[src/rtl/sem_pkg.sv]
package sem_pkg;

    // Who owns the token.
    typedef enum logic [1:0] {
        OWN_NONE  = 2'd0,
        OWN_LEFT  = 2'd1,
        OWN_RIGHT = 2'd2
    } own_e;

    // Action a port performs in one cycle.
    typedef enum logic [1:0] {
        OP_IDLE = 2'd0,
        OP_TAKE = 2'd1,
        OP_GIVE = 2'd2
    } op_e;

    typedef struct packed {
        own_e owner;
        logic pend_l;
        logic pend_r;
    } sem_state_t;

    localparam sem_state_t SEM_RESET = '{owner: OWN_NONE, pend_l: 1'b0, pend_r: 1'b0};

    function automatic op_e decode_op(input logic cs, input logic we, input logic d);
        if (!(cs && we)) return OP_IDLE;
        return d ? OP_GIVE : OP_TAKE;
    endfunction

    // Status bit seen by a port: 0 while it owns the token.
    function automatic logic status_bit(input own_e owner, input own_e me);
        return (owner == me) ? 1'b0 : 1'b1;
    endfunction

endpackage

[src/rtl/sem_port_dec.sv]
module sem_port_dec
    import sem_pkg::*;
(
    input  logic cs,
    input  logic we,
    input  logic din,
    output op_e  op
);
    always_comb op = decode_op(cs, we, din);
endmodule

[src/rtl/sem_next.sv]
module sem_next
    import sem_pkg::*;
(
    input  sem_state_t cur,
    input  op_e        l_op,
    input  op_e        r_op,
    output sem_state_t nxt
);
    logic want_l;
    logic want_r;

    // Pending intent after this cycle's writes, valid when the other side owns.
    always_comb begin
        want_l = (cur.pend_l || (l_op == OP_TAKE)) && (l_op != OP_GIVE);
        want_r = (cur.pend_r || (r_op == OP_TAKE)) && (r_op != OP_GIVE);
    end

    always_comb begin
        nxt = cur;
        unique case (cur.owner)
            OWN_NONE: begin
                nxt.pend_l = 1'b0;
                nxt.pend_r = 1'b0;
                if (l_op == OP_TAKE) begin
                    nxt.owner  = OWN_LEFT;
                    nxt.pend_r = (r_op == OP_TAKE);
                end else if (r_op == OP_TAKE) begin
                    nxt.owner = OWN_RIGHT;
                end
            end
            OWN_LEFT: begin
                nxt.pend_l = 1'b0;
                if (l_op == OP_GIVE) begin
                    nxt.owner  = want_r ? OWN_RIGHT : OWN_NONE;
                    nxt.pend_r = 1'b0;
                end else begin
                    nxt.pend_r = want_r;
                end
            end
            OWN_RIGHT: begin
                nxt.pend_r = 1'b0;
                if (r_op == OP_GIVE) begin
                    nxt.owner  = want_l ? OWN_LEFT : OWN_NONE;
                    nxt.pend_l = 1'b0;
                end else begin
                    nxt.pend_l = want_l;
                end
            end
            default: nxt = SEM_RESET;
        endcase
    end
endmodule

[src/rtl/sem_state_reg.sv]
module sem_state_reg
    import sem_pkg::*;
(
    input  logic       clk,
    input  logic       rst,
    input  sem_state_t d,
    output sem_state_t q
);
    always_ff @(posedge clk) begin
        if (rst) q <= SEM_RESET;
        else     q <= d;
    end
endmodule

[src/rtl/sem_latch2.sv]
module sem_latch2
    import sem_pkg::*;
(
    input  logic clk,
    input  logic rst,
    input  logic l_cs,
    input  logic l_we,
    input  logic l_din,
    output logic l_dout,
    input  logic r_cs,
    input  logic r_we,
    input  logic r_din,
    output logic r_dout
);
    localparam int NPORT = 2;

    logic [NPORT-1:0] cs_v;
    logic [NPORT-1:0] we_v;
    logic [NPORT-1:0] din_v;
    op_e              op_v [NPORT];

    sem_state_t cur;
    sem_state_t nxt;

    assign cs_v  = {r_cs, l_cs};
    assign we_v  = {r_we, l_we};
    assign din_v = {r_din, l_din};

    for (genvar p = 0; p < NPORT; p++) begin : g_port
        sem_port_dec u_dec (
            .cs  (cs_v[p]),
            .we  (we_v[p]),
            .din (din_v[p]),
            .op  (op_v[p])
        );
    end

    sem_next u_next (
        .cur  (cur),
        .l_op (op_v[0]),
        .r_op (op_v[1]),
        .nxt  (nxt)
    );

    sem_state_reg u_state (
        .clk (clk),
        .rst (rst),
        .d   (nxt),
        .q   (cur)
    );

    assign l_dout = status_bit(cur.owner, OWN_LEFT);
    assign r_dout = status_bit(cur.owner, OWN_RIGHT);
endmodule

[config.mk]
export PLATFORM = sky130hd
export DESIGN_NAME = sem_latch2
export DESIGN_NICKNAME = d
export VERILOG_FILES = /design/src/rtl/sem_pkg.sv /design/src/rtl/sem_port_dec.sv /design/src/rtl/sem_next.sv /design/src/rtl/sem_state_reg.sv /design/src/rtl/sem_latch2.sv
export SDC_FILE = /design/constraint.sdc
export NUM_CORES = 1
export LEC_CHECK = 0
export BUFFER_PORTS_ARGS = -buffer_cell sky130_fd_sc_hd__buf_4
export CORE_AREA = 2 2 39 41
export CTS_CLUSTER_SIZE = 24
export DETAILED_ROUTE_END_ITERATION = 10
export DIE_AREA = 0 0 41 43
export PLACE_DENSITY = 0.52
export SLEW_MARGIN = 15
export SYNTH_ARGS = -nofsm -noshare
export SYNTH_HDL_FRONTEND = slang
export SYNTH_HIERARCHICAL = 1
export SYNTH_SLANG_ARGS = --single-unit
[constraint.sdc]
create_clock -name clk -period 1.1 [get_ports clk]
set_input_delay 0.055 -clock clk [delete_from_list [all_inputs] [get_ports clk]]
set_output_delay 0.055 -clock clk [all_outputs]
set_load 0.005 [all_outputs]
==> reports/metrics.cfg <==
[grt]
antenna_found_initial = 0
grt_pass1_vias = 296
grtUsageTotal_pct = 8.83
grt_pass1_wl_mm = 1.07
gr-total-overflow = 0
grt_max_degree = 10

[worst_setup_path]
crit_path_end_kind = flop
critical_path.slowest_cell = dfxtp_2
r2r-start = u_state/q[0]
cp.required_ns = 1.22
slowest_delay_ns = 0.31
worstPathCellList = or2_4, a221oi_2, o32ai_1, nor2b_1
cp_max_fo = 2
r2r_cells = 4
startpoint_type = flop
arrival_ns = 1.22
crit_type = flop to flop
r2r_end = u_state/q[0]
reg2reg_setup_slack_ns = -0.004

[clock_tree]
clock_sinks = 4
cts_buffer_depth = 2
clk_pin_slew_ns = 0.04
cts_max_level = 1
numCtsBuffers = 3
cts_tree = done
clk_latency_ns = 0.23
cts_root_buf = clkbuf_4

[die]
chipHeight_um = 43
ioPinCount = 10
die-area_um2 = 1760
die_x_um = 41
core_um2 = 1380
initial_core_util_pct = 22.9
rows = 14

[drt]
routedWlPerCell_um = 10.1
viasPerCell = 4.62
drt_iter0_drc = 0
firstDrtPassIters = 1
drc = 0
antenna_left = 0
totalWireLength_um = 738
vias = 337

[finish]
nets = 67
antenna_cells = 0
drive_gt1_share_pct = 59.6
stdcell_area_um2 = 534
final_util_pct = 38.6
top_regs = u_state/q: 4 flops
largest_register = u_state/q
area_growth_pct = 68.8
largest_reg_flops = 4

[synth]
synth_nets = 44
synth_top_area_cell = dfxtp_1
ys_seq_area_share_pct = 25.3
yosysMostFrequentCell = nor2b_1
avgSynthCellArea_um2 = 8.79
syn_area_um2 = 317
synth_area_leaders = dfxtp_1, nor2b_1, o32ai_1
synthFlopType = dfxtp_1
yosys-top-cells-count = nor2b_1, dfxtp_1, nand2b_1, o32ai_1, or2b_1
synth_top_cell_area_share_pct = 25.3
synthCells = 36
ys_types = 17
ys_ff_latch = 4
yosys_warnings = 6
async_reset_ff_share_pct = 0
synth-edff-count = 0

[sta]
slew_viol_final = 0
setup_slack_ns = -0.00369
grt_setup_unrepaired = yes
tns_ns = -0.00538
setup_viol = 2
fin_crit_sh_pct = 100
timing.final.hold_violations = 0
min_period_ns = 1.10
slew_headroom_pct = 81.9
clock_skew_ns = 0.00196
max_freq_mhz = 906
tightest_slew_ns = 0.269
fin_hold_ws_ns = 0.440

[outcome]
failed_checks = negative setup slack
status = finished, violations left

[worst_hold_path]
hp-class = input pin to flop
hold_end = u_state/q[0]
timing.hold.worst_path_depth = 5
hold_path.startpoint = l_we

[power]
ir_drop_v = 0.000240
power_density_nw_per_um2 = 824
power_leakage_nw = 0.228
p_total_w = 0.000440

[placement]
place_area_um2 = 449
dpl.hpwl_um = 507
portBuffers = 9
gp_congestion = 0.722

[job]
cap_violations = 0

-- where the power goes --
group          total [W]  internal, W  switching, W
clock           0.000174     0.000122     0.0000529
sequential      0.000156     0.000150    0.00000572
combinational   0.000110    0.0000697     0.0000406
total           0.000440     0.000341     0.0000992
-- cell type report --
class	instances	area (µm²)
Multi-Input combinational cell	30	263
Clock buffer	3	22.5
Fill cell	143	850
Sequential cell	4	86.3
Timing Repair Buffer	18	135
Inverter	2	7.51
Tap cell	16	20.0
-- cell families after synthesis --
family	Yosys count	synth area share [%]
buffers and inverters	2	2.37
and+or+nand+nor	22	48.2
DFF	4	25.3
AOI/OAI and AO/OA	7	20.6
adders and majority gates	1	3.56
-- repair_timing --
item,4_1_cts,5_1_grt
resized for setup,3,8
endpoints found under the setup margin,3,3
hold endpoints to repair,1,0
buffers inserted,0,2
pin swaps,2,4
hold buffers,1,0
-- worst max-delay path: cells and delay by family, from the launching register on --
family | cells | cell delay [ns]
DFF | 1 | 0.31
AOI/OAI and AO/OA | 2 | 0.32
and+or+nand+nor | 2 | 0.36
-- layer usage --
layer,vias up,routed length (µm),GRT usage [%]
met4,0,0,6.00
li1,174,-,-
met2,9,412,13.1
met5,-,0,0
met1,154,286,10.9
met3,0,40,1.57
-- worst max path at each step --
stage                       startpoint            to  cells after the start
after floorplan           u_state/q[0]  u_state/q[0]                      4
after CTS                 u_state/q[1]  u_state/q[2]                      4
after global placement            r_we  u_state/q[0]                      6
final                     u_state/q[0]  u_state/q[0]                      4
after detailed placement          r_we  u_state/q[0]                      6
after global routing      u_state/q[2]  u_state/q[2]                      4
-- metrics by stage --
stage               setup WS (ns)  std cells
finish                   -0.00369         73
global route              -0.0681         73
CTS                       0.00104         71
detailed placement         -0.161         67
global placement           -0.154         67
floorplan                 0.00494         36
-- cells in the final DEF (no fill, tap or decap), drive strengths merged --
master,n
and3,2
dlygate4sd3,1
and2b,1
a22oi,1
and2,1
and3b,2
clkbuf,4
nor2b,6
dfxtp,4
maj3,1
inv,2
o32ai,3
or2b,3
buf,16
nor3b,2
or2,1
a221oi,2
a21boi,1
nand2b,4
No activity file was read; power rests on OpenSTA's default activity.
